### src/rtl/acf_pkg.sv
package acf_pkg;
    localparam int CID_W        = 3;
    localparam int NUM_CID      = 1 << CID_W;
    localparam int WORD_W       = 32;
    localparam int BITS_PER_SEC = 32;
    localparam int FEN_BIT      = 0;
    localparam int SEN_BIT      = 1;
    localparam int SCID_LSB     = 4;
    localparam int WL_LSB       = 16;

    typedef struct packed {
        logic [NUM_CID-1:0] wl;
        logic [CID_W-1:0]   scid;
        logic               sem_en;
        logic               filt_en;
    } cid_cfg_t;

    typedef enum logic [2:0] {
        RSN_OK           = 3'd0,
        RSN_BAD_INDEX    = 3'd1,
        RSN_CID_MISMATCH = 3'd2,
        RSN_NOT_LISTED   = 3'd3,
        RSN_SECURE_ONLY  = 3'd4,
        RSN_SEM_NOT_OWN  = 3'd5
    } reason_e;

    typedef enum logic [1:0] {
        SPACE_CID   = 2'd0,
        SPACE_SEC   = 2'd1,
        SPACE_LIMIT = 2'd2,
        SPACE_NONE  = 2'd3
    } space_e;

    typedef enum logic [1:0] {
        S_IDLE  = 2'd0,
        S_GRANT = 2'd1,
        S_DENY  = 2'd2
    } fsm_e;
endpackage

### src/rtl/acf_cfg_bank.sv
module acf_cfg_bank
    import acf_pkg::*;
#(
    parameter int NUM_PERIPH = 40,
    parameter int IDX_W      = 6,
    parameter int SEC_WORDS  = 2
) (
    input  logic              clk,
    input  logic              rst_n,
    input  logic              we,
    input  logic [1:0]        space,
    input  logic [IDX_W-1:0]  index,
    input  logic [WORD_W-1:0] wdata,
    input  logic [IDX_W-1:0]  rd_idx,
    output cid_cfg_t          rd_cfg,
    output logic              rd_secure,
    output logic [IDX_W-1:0]  rd_limit
);
    cid_cfg_t          wr_cfg;
    cid_cfg_t          cfg_q [NUM_PERIPH];
    logic [WORD_W-1:0] sec_q [SEC_WORDS];
    logic [IDX_W-1:0]  lim_q;
    logic              wr_cid, wr_sec, wr_lim;
    logic [4:0]        bit_sel;

    // Only the decoded fields of a CID word are kept.
    always_comb begin
        wr_cfg.filt_en = wdata[FEN_BIT];
        wr_cfg.sem_en  = wdata[SEN_BIT];
        wr_cfg.scid    = wdata[SCID_LSB +: CID_W];
        wr_cfg.wl      = wdata[WL_LSB +: NUM_CID];
        wr_cid = we && (space_e'(space) == SPACE_CID);
        wr_sec = we && (space_e'(space) == SPACE_SEC);
        wr_lim = we && (space_e'(space) == SPACE_LIMIT);
    end

    for (genvar p = 0; p < NUM_PERIPH; p++) begin : g_cid
        always_ff @(posedge clk or negedge rst_n) begin
            if (!rst_n) begin
                cfg_q[p] <= '0;
            end else if (wr_cid && index == IDX_W'(p)) begin
                cfg_q[p] <= wr_cfg;
            end
        end
    end

    for (genvar w = 0; w < SEC_WORDS; w++) begin : g_sec
        always_ff @(posedge clk or negedge rst_n) begin
            if (!rst_n) begin
                sec_q[w] <= '0;
            end else if (wr_sec && index == IDX_W'(w)) begin
                sec_q[w] <= wdata;
            end
        end
    end

    always_ff @(posedge clk or negedge rst_n) begin
        if (!rst_n) begin
            lim_q <= IDX_W'(NUM_PERIPH);
        end else if (wr_lim) begin
            lim_q <= wdata[IDX_W-1:0];
        end
    end

    // Read side: compare-and-select over entries so no index runs out of range.
    always_comb begin
        rd_cfg = '0;
        for (int p = 0; p < NUM_PERIPH; p++) begin
            if (rd_idx == IDX_W'(p)) rd_cfg = cfg_q[p];
        end
    end

    always_comb begin
        bit_sel   = 5'(rd_idx);
        rd_secure = 1'b0;
        for (int w = 0; w < SEC_WORDS; w++) begin
            if ((int'(rd_idx) >> 5) == w) rd_secure = sec_q[w][bit_sel];
        end
    end

    assign rd_limit = lim_q;
endmodule

### src/rtl/acf_rule_eval.sv
module acf_rule_eval
    import acf_pkg::*;
#(
    parameter int NUM_PERIPH = 40,
    parameter int IDX_W      = 6
) (
    input  cid_cfg_t          cfg,
    input  logic              secure_only,
    input  logic [IDX_W-1:0]  limit,
    input  logic [IDX_W-1:0]  idx,
    input  logic [CID_W-1:0]  cid,
    input  logic              req_secure,
    input  logic              sem_held,
    input  logic [CID_W-1:0]  sem_owner,
    output reason_e           reason
);
    localparam logic [IDX_W-1:0] MAX_IDX = IDX_W'(NUM_PERIPH);

    logic [IDX_W-1:0] limit_eff;
    logic             sem_mode;
    logic             static_hit;

    always_comb begin
        limit_eff  = (limit > MAX_IDX) ? MAX_IDX : limit;
        sem_mode   = cfg.filt_en && cfg.sem_en;
        static_hit = (cfg.scid == '0) || (cfg.scid == cid);
        // Priority: index, CID, security, semaphore ownership.
        if (idx >= limit_eff) begin
            reason = RSN_BAD_INDEX;
        end else if (sem_mode && !cfg.wl[cid]) begin
            reason = RSN_NOT_LISTED;
        end else if (!sem_mode && cfg.filt_en && !static_hit) begin
            reason = RSN_CID_MISMATCH;
        end else if (secure_only && !req_secure) begin
            reason = RSN_SECURE_ONLY;
        end else if (sem_mode && !(sem_held && sem_owner == cid)) begin
            reason = RSN_SEM_NOT_OWN;
        end else begin
            reason = RSN_OK;
        end
    end
endmodule

### src/rtl/acf_filter.sv
module acf_filter
    import acf_pkg::*;
#(
    parameter  int NUM_PERIPH = 40,
    localparam int IDX_W      = $clog2(NUM_PERIPH + 1),
    localparam int SEC_WORDS  = (NUM_PERIPH + BITS_PER_SEC - 1) / BITS_PER_SEC
) (
    input  logic              clk,
    input  logic              rst_n,
    input  logic              cfg_we,
    input  logic [1:0]        cfg_space,
    input  logic [IDX_W-1:0]  cfg_index,
    input  logic [WORD_W-1:0] cfg_wdata,
    input  logic              req_valid,
    input  logic [IDX_W-1:0]  req_idx,
    input  logic [CID_W-1:0]  req_cid,
    input  logic              req_secure,
    input  logic              sem_held,
    input  logic [CID_W-1:0]  sem_owner,
    output logic              rsp_valid,
    output logic              rsp_grant,
    output logic [2:0]        rsp_reason,
    output logic              err_pulse,
    output logic [IDX_W-1:0]  err_idx
);
    cid_cfg_t         sel_cfg;
    logic             sel_secure;
    logic [IDX_W-1:0] sel_limit;
    reason_e          eval_reason;
    fsm_e             state_q, state_d;
    reason_e          reason_q;
    logic [IDX_W-1:0] err_idx_q;

    acf_cfg_bank #(
        .NUM_PERIPH (NUM_PERIPH),
        .IDX_W      (IDX_W),
        .SEC_WORDS  (SEC_WORDS)
    ) i_bank (
        .clk       (clk),
        .rst_n     (rst_n),
        .we        (cfg_we),
        .space     (cfg_space),
        .index     (cfg_index),
        .wdata     (cfg_wdata),
        .rd_idx    (req_idx),
        .rd_cfg    (sel_cfg),
        .rd_secure (sel_secure),
        .rd_limit  (sel_limit)
    );

    acf_rule_eval #(
        .NUM_PERIPH (NUM_PERIPH),
        .IDX_W      (IDX_W)
    ) i_eval (
        .cfg         (sel_cfg),
        .secure_only (sel_secure),
        .limit       (sel_limit),
        .idx         (req_idx),
        .cid         (req_cid),
        .req_secure  (req_secure),
        .sem_held    (sem_held),
        .sem_owner   (sem_owner),
        .reason      (eval_reason)
    );

    always_comb begin
        state_d = state_q;
        unique case (state_q)
            S_IDLE:  if (req_valid) state_d = (eval_reason == RSN_OK) ? S_GRANT : S_DENY;
            S_GRANT: state_d = !req_valid ? S_IDLE
                             : (eval_reason == RSN_OK) ? S_GRANT : S_DENY;
            S_DENY:  state_d = !req_valid ? S_IDLE
                             : (eval_reason == RSN_OK) ? S_GRANT : S_DENY;
            default: state_d = S_IDLE;
        endcase
    end

    always_ff @(posedge clk or negedge rst_n) begin
        if (!rst_n) begin
            state_q   <= S_IDLE;
            reason_q  <= RSN_OK;
            err_idx_q <= '0;
        end else begin
            state_q <= state_d;
            if (req_valid) reason_q <= eval_reason;
            if (req_valid && eval_reason != RSN_OK) err_idx_q <= req_idx;
        end
    end

    always_comb begin
        rsp_valid  = (state_q != S_IDLE);
        rsp_grant  = (state_q == S_GRANT);
        err_pulse  = (state_q == S_DENY);
        rsp_reason = rsp_valid ? reason_q : RSN_OK;
        err_idx    = err_idx_q;
    end
endmodule

### config.mk
export PLATFORM = sky130hd
export DESIGN_NAME = acf_filter
export DESIGN_NICKNAME = d
export VERILOG_FILES = /design/src/rtl/acf_pkg.sv /design/src/rtl/acf_cfg_bank.sv /design/src/rtl/acf_rule_eval.sv /design/src/rtl/acf_filter.sv
export SDC_FILE = /design/constraint.sdc
export NUM_CORES = 1
export LEC_CHECK = 0
export ABC_AREA = 1
export CAP_MARGIN = 30
export CORE_MARGIN = 4
export CORE_UTILIZATION = 40
export CTS_BUF_LIST = sky130_fd_sc_hd__clkbuf_8
export DETAILED_ROUTE_END_ITERATION = 7
export PLACE_DENSITY = 0.6
export SLEW_MARGIN = 25
export SYNTH_ARGS = -nofsm -noshare
export SYNTH_HDL_FRONTEND = slang
export SYNTH_SLANG_ARGS = --single-unit
### constraint.sdc
create_clock -name clk -period 8.1 [get_ports clk]
set_input_delay 1.62 -clock clk [delete_from_list [all_inputs] [get_ports clk]]
set_output_delay 1.62 -clock clk [all_outputs]
set_load 0.01 [all_outputs]
**Yosys cells after proc, flatten, opt, wreduce, memory -nomap -nowiden**

Index checks and enable logic that the tools add are counted.

- Input port bits: 58
- Output and inout port bits: 12
- Register bits: 601

- Order comparisons: 4
- Equality and inequality tests: 85
- Reduce and logical (&&, ||, !) cells: 69
- Mux-type cells: 59

Operators with widths:

| kind | number |
|---|---|
| $mux 13 | 40 |
| $eq 6x5->1 const B | 32 |
| $eq 6x4->1 const B | 16 |
| $eq 6x6->1 const B | 16 |
| $logic_and 1x1->1 | 53 |
| $eq 6x3->1 const B | 8 |
| $logic_not 32->1 | 1 |
| $eq 6x2->1 const B | 4 |
| $mux 3 | 6 |
| $eq 6x1->1 const B | 2 |
| $logic_not 6->1 | 2 |
| $bmux 1 s5 | 2 |
| $eq 3x3->1 | 2 |
| $ge 6x6->1 | 1 |
| $gt 6x6->1 const B | 1 |
| $logic_not 3->1 | 2 |
| $lt 5x6->1 const B | 1 |
| $mux 2 | 3 |
| $mux 6 | 1 |
| $logic_not 1->1 | 5 |
| $mux 1 | 5 |
| $eq 2x1->1 const B | 2 |
| $eq 2x2->1 const B | 2 |
| $logic_not 2->1 | 2 |
| other kinds (8) | 8 |

**Depth between registers and ports, before layout**

Gate-level depths: netlist (run 1).

- Word-level depth: 52
- Depth in mapped cells: 36
- Gate-level depth less buffers: 35

**Modules after synthesis**

A second synthesis (run 1) with hierarchy kept.

- Cells, all modules: 3316
- Area, all modules: 26958.4 um^2

By module, submodules not included:

| module | instances | cells an instance | area each (um^2) |
|---|---|---|---|
| acf_cfg_bank | 1 | 3163 | 25971.2 |
| acf_filter | 1 | 66 | 541.8 |
| acf_rule_eval | 1 | 87 | 445.4 |

**Least setup slack after synthesis (run 1)**

No wires, ideal clock.

- Kind: input port to flip-flop
- From: input port req_idx[2]
- To: register err_idx_q[0], in the netlist err_idx[0]
- Required time: 7983 ps
- Arrival time: 4314 ps
- Stages: 34
- Path slack: 3669 ps
- Cells stage by stage: buf_2 -> inv_2 -> nor2_2 -> nand2_1 -> nor2_1 -> buf_2 -> a21oi_1 -> nand3_1 -> nand2_1 -> nand4_1 -> nand2_1 -> nand3_1 -> nand2_1 -> nand4_1 -> nand2_1 -> nand4_1 -> nor2_1 -> nand4_1 -> nor2_1 -> nand4_1 -> nor2_1 -> nand4_1 -> nor2_1 -> nand4_1 -> nor2_1 -> nand3_1 -> nand2_1 -> nand2_1 -> nand2_1 -> nand3_1 -> nand2_2 -> nand4_2 -> nand3_1 -> nand2_1

- Longest elaborated chain between the ends: 50
- Elaborated cells between the ends (all ways): 108
- Classes of those cells: order compare: 1; eq/ne: 40; mux: 53; reduce/logical: 14

RTL lines:

| what | line | text |
|---|---|---|
| start: declaration | acf_filter.sv:15 | `input logic [IDX_W-1:0] req_idx,` |
| parallel branches: the longest is 47 deep, another holds $mux 13 | -- |  |
| $mux 3 (*) | acf_rule_eval.sv:28 | `if (idx >= limit_eff) begin` |
| $reduce_bool 3->1 (*) | acf_filter.sv:86 | `if (req_valid && eval_reason != RSN_OK) err_idx_q <= req_idx;` |
| $logic_and 1x1->1 (*) | acf_filter.sv:86 |  |
| end signal: assignment | acf_filter.sv:86 |  |
| end: declaration | acf_filter.sv:32 | `logic [IDX_W-1:0] err_idx_q;` |

Every way passes the cells marked *. The select of a mux whose other input is x is not followed.
A chain may end at the register's enable or synchronous reset.

**Final worst setup path (run 1)**

- From: input port req_idx[1]
- To: register err_idx_q[4], in the netlist err_idx[4]

The elaborated chain is that of the path after synthesis.

==> impl_metrics.yaml, run 1 <==
synthesis:
  syn_area_um2: 27000
  ys_ff_latch: 601
  synth-warning-count: 0
  synth_nets: 3382
  synth_cell_types: 37
  yosysSeqAreaShare_pct: 55.8
  synthCells: 3314
  synth.avg_cell_area_um2: 8.13
floorplan:
  pin_count: 70
  coreArea_um2: 66300
  die_y_um: 268
  die_w_um: 268
  fp-row-count: 94
  initial_utilization_pct: 40.6
  die_area_um2: 71600
final_layout:
  multi_input_comb_area_um2: 10400
  final_common_cell: "nand2_1"
  drive_above_1_share_pct: 8.67
  final_cell_mix: "nand2_1 (1136), o21ai_0 (607), dfrtp_1 (599), inv_1 (220), nor2_1 (182)"
  fill_cells: 6604
  ff_latch_area_um2: 15000
  syn2layout_area_growth_pct: 13.3
  nets: 3415
clock_network:
  cts.sinks: 601
  cts_resized: 0
  numCtsBuffers: 100
  postCtsSetupBuffers: 0
  postCtsHoldBufs: 0
  cts_htree_levels: 3
  path_clk_slew_ps: 70
  cts_tree: "built"
  clkLatencyLatePin_ps: 700
  root_buffer: "clkbuf_8"
  cts_buffer_depth: 3
power:
  p_sw_share_pct: 25.7
  power.density_nw_per_um2: 214
  combPwrFrac_pct: 7.9
  seqPwrFrac_pct: 49.7
  irDropWorstVdd_mv: 0.116
  p_leak_nw: 13.9
  p_switching_mw: 1.68
  internal-power_mw: 4.87
  clockPowerShare_pct: 42.5
sta:
  slew_viol_final: 0
  setup_viol_count_final: 0
  period_share_pct: 75.5
  setup_tns_ps: 0
  slew_headroom_pct: 37.0
  hold_viol_final: 0
  rsz0062_at_grt: "no"
  worst_clock_skew_ps: 28.1
  setup_ws_ps: 1990
  fmax_mhz: 164
  worstMarginPinSlew_ps: 945
  layout_min_cycle_time_ps: 6110
place:
  place_congestion: 0.822
  place_ws_ps: 1320
  io_buffers: 69
  dp_hpwl_mm: 49.5
grt:
  overflow: 0
  grt_usage_pct: 21.5
  grt_pass1_vias: 21141
  antenna_found_initial: 2
  grt_start_max_net_pins: 160
  grt_pass1_wl_mm: 122
worst_setup_path:
  required_ps: 8690
  end_kind: "flop"
  path_class: "in -> reg"
  cpLargestDelayFamily: "simple AND/OR/NAND/NOR gates"
  path_common_cell: "nand2_1"
  timing.rr.start: "i_bank.cfg_q[507]"
  critical-path-max-stage-delay_ps: 770
  cp_max_fo: 19
  cp-start-kind: "input port"
  crit_start: "req_idx[1]"
  crit_buf_inv: 2
  crit_slowest_cell: "clkdlybuf4s50_1"
  cp.arrival_ps: 6700
route:
  route.detailed.drc: 0
  avgRoutedWirePerCell_um: 17.9
  drtPass1Iterations: 5
  final_antenna_net_count: 0
  vias: 21827
  viasPerCell: 5.09
  drt_wl_total_mm: 76.8
  first_iter_violations: 1754
hold_path:
  hp-class: "reg -> reg"
  min_from: "i_bank.cfg_q[354]"
run_status:
  outcome: "complete, no violations"
run:
  cap_violations: 0
sequential cells by signal, indices dropped and copies added (netlist names):
name             count
i_bank.sec_q        64
err_idx              6
i_bank.cfg_q       520
reason_q             3
i_bank.rd_limit      6
state_q              2
Yosys cell counts:
cell type / number / area [µm²]
o22ai_1: 2 / 12.5
nand3b_1: 1 / 7.51
nor2_4: 2 / 22.5
nand4_2: 1 / 12.5
clkinv_1: 5 / 18.8
nor2_2: 6 / 37.5
o21ai_1: 2 / 10.0
o21bai_4: 1 / 18.8
nand3_1: 72 / 360
inv_2: 11 / 41.3
o31ai_1: 1 / 7.51
nor2_1: 183 / 687
clkbuf_1: 175 / 657
and2_1: 1 / 6.26
o21a_1: 2 / 15.0
buf_2: 11 / 55.1
o31a_1: 1 / 8.76
nand2_1: 1136 / 4260
nor3_1: 6 / 30.0
or2_2: 53 / 332
ha_1: 10 / 125
a21oi_1: 76 / 380
nand3_2: 2 / 20.0
a21boi_0: 1 / 7.51
a22oi_1: 32 / 240
nand4_1: 97 / 607
dfstp_2: 2 / 52.6
o21ai_0: 607 / 3040
buf_6: 1 / 11.3
or2_0: 4 / 25.0
a2111oi_0: 2 / 17.5
nor3_2: 3 / 30.0
buf_4: 3 / 22.5
or2_1: 4 / 25.0
inv_1: 193 / 724
nand2_2: 6 / 37.5
dfrtp_1: 599 / 15000
final timing paths:
kind / slack (ps) / depth (start not counted) / to
max: 1990 / 32 / err_idx[4]
min reg2reg: 480 / 2 / i_bank.cfg_q[354]
min in group asynchronous: 980 / 1 / i_bank.cfg_q[423]
max in group asynchronous: 5620 / 2 / i_bank.cfg_q[44]
min: 480 / 2 / i_bank.cfg_q[354]
max reg2reg: 4210 / 28 / err_idx[4]
area by class of cell:
cell class,instances,share of cell area [%]
Antenna cell,2,0.0164
Sequential cell,601,49.2
Tap cell,864,3.54
Timing Repair Buffer,121,3.68
Inverter,209,2.57
Clock inverter,43,0.737
Multi-Input combinational cell,2314,34.1
Clock buffer,136,6.13
power by group through the flow:
| stage | clock network (mW) | registers [mW] | logic, mW |
|---|---|---|---|
| 2_1_floorplan | 0 | 3.28 | 0.273 |
| 3_3_place_gp | 0 | 3.30 | 0.515 |
| 3_5_place_dp | 0 | 3.30 | 0.522 |
| 4_1_cts | 2.85 | 3.25 | 0.523 |
| 5_1_grt | 2.99 | 3.27 | 0.591 |
| 6_report | 2.78 | 3.25 | 0.516 |
worst min-delay path, stage by stage, from the launching register on:
cell     delay (ps)
dfrtp_1         330
nand2_1          50
o21ai_0          60
per-layer routing:
metal	vias to the layer above	wire length, µm	GRT usage, %
li1	10799	-	-
met4	2	2090	7.51
met1	10374	36900	31.2
met3	129	3670	3.56
met2	523	34100	33.0
met5	-	13	0
cells by family (layout without fill, tap and decap cells):
family | count (synthesis) | after routing | synth area share (%)
and+or+nand+nor | 1577 | 1577 | 24.1
DFF | 601 | 601 | 55.8
adders and majority gates | 10 | 10 | 0.464
AOI/OAI and AO/OA | 727 | 727 | 13.9
buffers and inverters | 399 | 509 | 5.68
other | 0 | 2 | 0
metrics by stage:
step	hold slack [ps]	std cells	utilization, %	power (mW)	cell area (µm²)
after global routing	491	4289	46.0	6.85	30500
after detailed placement	466	4107	42.9	3.83	28400
after floorplan	445	3314	-	3.56	27000
after CTS	480	4286	46.0	6.62	30500
after global placement	458	4103	42.8	3.82	28400
final	477	4290	46.1	6.55	30500
No activity file was read; power rests on OpenSTA's default activity.
==> inputs of run 2 (changes only) <==
--- a/config.mk
+++ b/config.mk
@@ -11,7 +11,7 @@
 export CORE_UTILIZATION = 40
 export CTS_BUF_LIST = sky130_fd_sc_hd__clkbuf_8
 export DETAILED_ROUTE_END_ITERATION = 7
-export PLACE_DENSITY = 0.6
+export PLACE_DENSITY = 0.62
 export SLEW_MARGIN = 25
 export SYNTH_ARGS = -nofsm -noshare
 export SYNTH_HDL_FRONTEND = slang
==> constraint.sdc (replaced) <==
create_clock -name clk -period 5.5 [get_ports clk]
set_input_delay 1.1 -clock clk [delete_from_list [all_inputs] [get_ports clk]]
set_output_delay 1.1 -clock clk [all_outputs]
set_load 0.01 [all_outputs]
==> run 2 against run 1 <==
  * First-iteration DRC count increased by 4.1%
  * Sequential share of layout area decreased by 0.70 points
  * Global-route usage increased by 0.59 points
==> impl_metrics.yaml, run 2 (same netlist as run 1, synthesis figures left out) <==
final_layout:
  nets: 3482
  reg_top3: "i_bank.cfg_q x520, i_bank.sec_q x64"
  final_common_cell: "nand2_1"
  final_cell_mix: "nand2_1 (1136), o21ai_0 (607), dfrtp_1 (599), inv_1 (224), nor2_1 (182)"
  syn2layout_area_growth_pct: 14.9
  drive_above_1_share_pct: 10.1
  regMostFlops: "i_bank.cfg_q"
  utilization_pct: 46.7
  design_area_um2: 31000
  largest_register_ffs: 520
  stdcell_count: 4350
place:
  dp_hpwl_mm: 51.9
  dp.cells: 4175
  place_congestion: 0.869
  placed_cell_area_um2: 29000
  io_buffers: 69
worst_setup_path:
  critical-path-max-stage-delay_ps: 650
  reg2regPathDepth: 30
  path_class: "in -> reg"
  cp-start-kind: "input port"
  cp.arrival_ps: 5710
  end_kind: "flop"
  crit_slowest_cell: "clkdlybuf4s50_1"
  required_ps: 6130
  crit_start: "req_idx[1]"
  cp_max_fo: 6
  timing.rr.start: "i_bank.cfg_q[505]"
  path_common_cell: "nand2_1"
sta:
  fmax_mhz: 197
  rsz0062_at_grt: "no"
  slew_headroom_pct: 37.1
  setup_viol_count_final: 0
  worstMarginPinSlew_ps: 943
  worst_clock_skew_ps: 22.3
  slew_viol_final: 0
  hold_viol_final: 0
  period_share_pct: 92.4
  layout_min_cycle_time_ps: 5080
floorplan:
  die_y_um: 268
  coreArea_um2: 66300
  die_w_um: 268
  pin_count: 70
  initial_utilization_pct: 40.6
  die_area_um2: 71600
  fp-row-count: 94
run_status:
  outcome: "complete, no violations"
route:
  avgRoutedWirePerCell_um: 18.1
  route.detailed.drc: 0
  first_iter_violations: 1826
  drt_wl_total_mm: 78.5
  drtPass1Iterations: 7
  viasPerCell: 5.16
  final_antenna_net_count: 0
  vias: 22438
clock_network:
  cts_buffer_depth: 3
  cts_resized: 0
  root_buffer: "clkbuf_8"
  cts_htree_levels: 3
  cts_tree: "built"
  postCtsHoldBufs: 0
  path_clk_slew_ps: 60
  clkLatencyLatePin_ps: 690
  cts.sinks: 601
  numCtsBuffers: 101
  postCtsSetupBuffers: 0
power:
  seqPwrFrac_pct: 50.2
  p_leak_nw: 14.2
  power_mw: 9.56
  internal-power_mw: 7.09
  clockPowerShare_pct: 41.6
  combPwrFrac_pct: 8.3
  p_switching_mw: 2.47
  power.density_nw_per_um2: 309
  p_sw_share_pct: 25.8
  irDropWorstVdd_mv: 0.156
grt:
  overflow: 0
  grt_start_max_net_pins: 128
  antenna_found_initial: 1
  grt_pass1_vias: 21809
  grt_usage_pct: 22.1
  grt_pass1_wl_mm: 125
run:
  cap_violations: 0
hold_path:
  min_from: "i_bank.cfg_q[274]"
  min_path_cells: 2
  hp-class: "reg -> reg"
## run 2: per-layer routing
metal | global-route usage, % | part of all wire (%)
met1 | 31.7 | 46
met3 | 3.86 | 6.2
met2 | 34.2 | 45
met5 | 0 | 0
met4 | 7.56 | 2.8
## run 2: power by group through the flow
stage	sequential [mW]	clock [mW]	combinational [mW]
3_3_place_gp	4.87	0	0.785
6_report	4.80	3.98	0.791
4_1_cts	4.79	4.07	0.800
5_1_grt	4.82	4.27	0.902
3_5_place_dp	4.87	0	0.799
2_1_floorplan	4.84	0	0.402
## run 2: worst max-delay path: cells and delay by family
family / cells / cell delay [ps]
AND/OR/NAND/NOR: 29 / 3340
buffers and inverters: 4 / 1070
AO/OA/AOI/OAI: 1 / 200
## run 2: stage by stage
| stage | setup TNS [ps] | hold slack, ps | worst slack [ps] |
|---|---|---|---|
| global placement | -2320 | 457 | -268 |
| floorplan | 0 | 445 | 1590 |
| global route | 0 | 499 | 35.7 |
| finish | 0 | 475 | 417 |
| CTS | 0 | 470 | 494 |
| detailed placement | -1990 | 465 | -245 |
## run 2: area by class of cell
| type | count | area [µm²] |
|---|---|---|
| sequential | 601 | 15000 |
| clock inverter | 48 | 265 |
| fill | 6541 | 35300 |
| timing repair buffer | 187 | 1670 |
| multi-input combinational | 2314 | 10400 |
| tap | 864 | 1080 |
| antenna | 1 | 2.50 |
| inverter | 209 | 785 |
| clock buffer | 126 | 1730 |
## run 2: worst paths after layout
kind	end	slack, ps
min	i_bank.cfg_q[274]	480
max in group asynchronous	i_bank.cfg_q[51]	3790
max reg2reg	err_idx[2]	1700
min reg2reg	i_bank.cfg_q[274]	480
max	err_idx[2]	420
min in group asynchronous	i_bank.cfg_q[279]	490
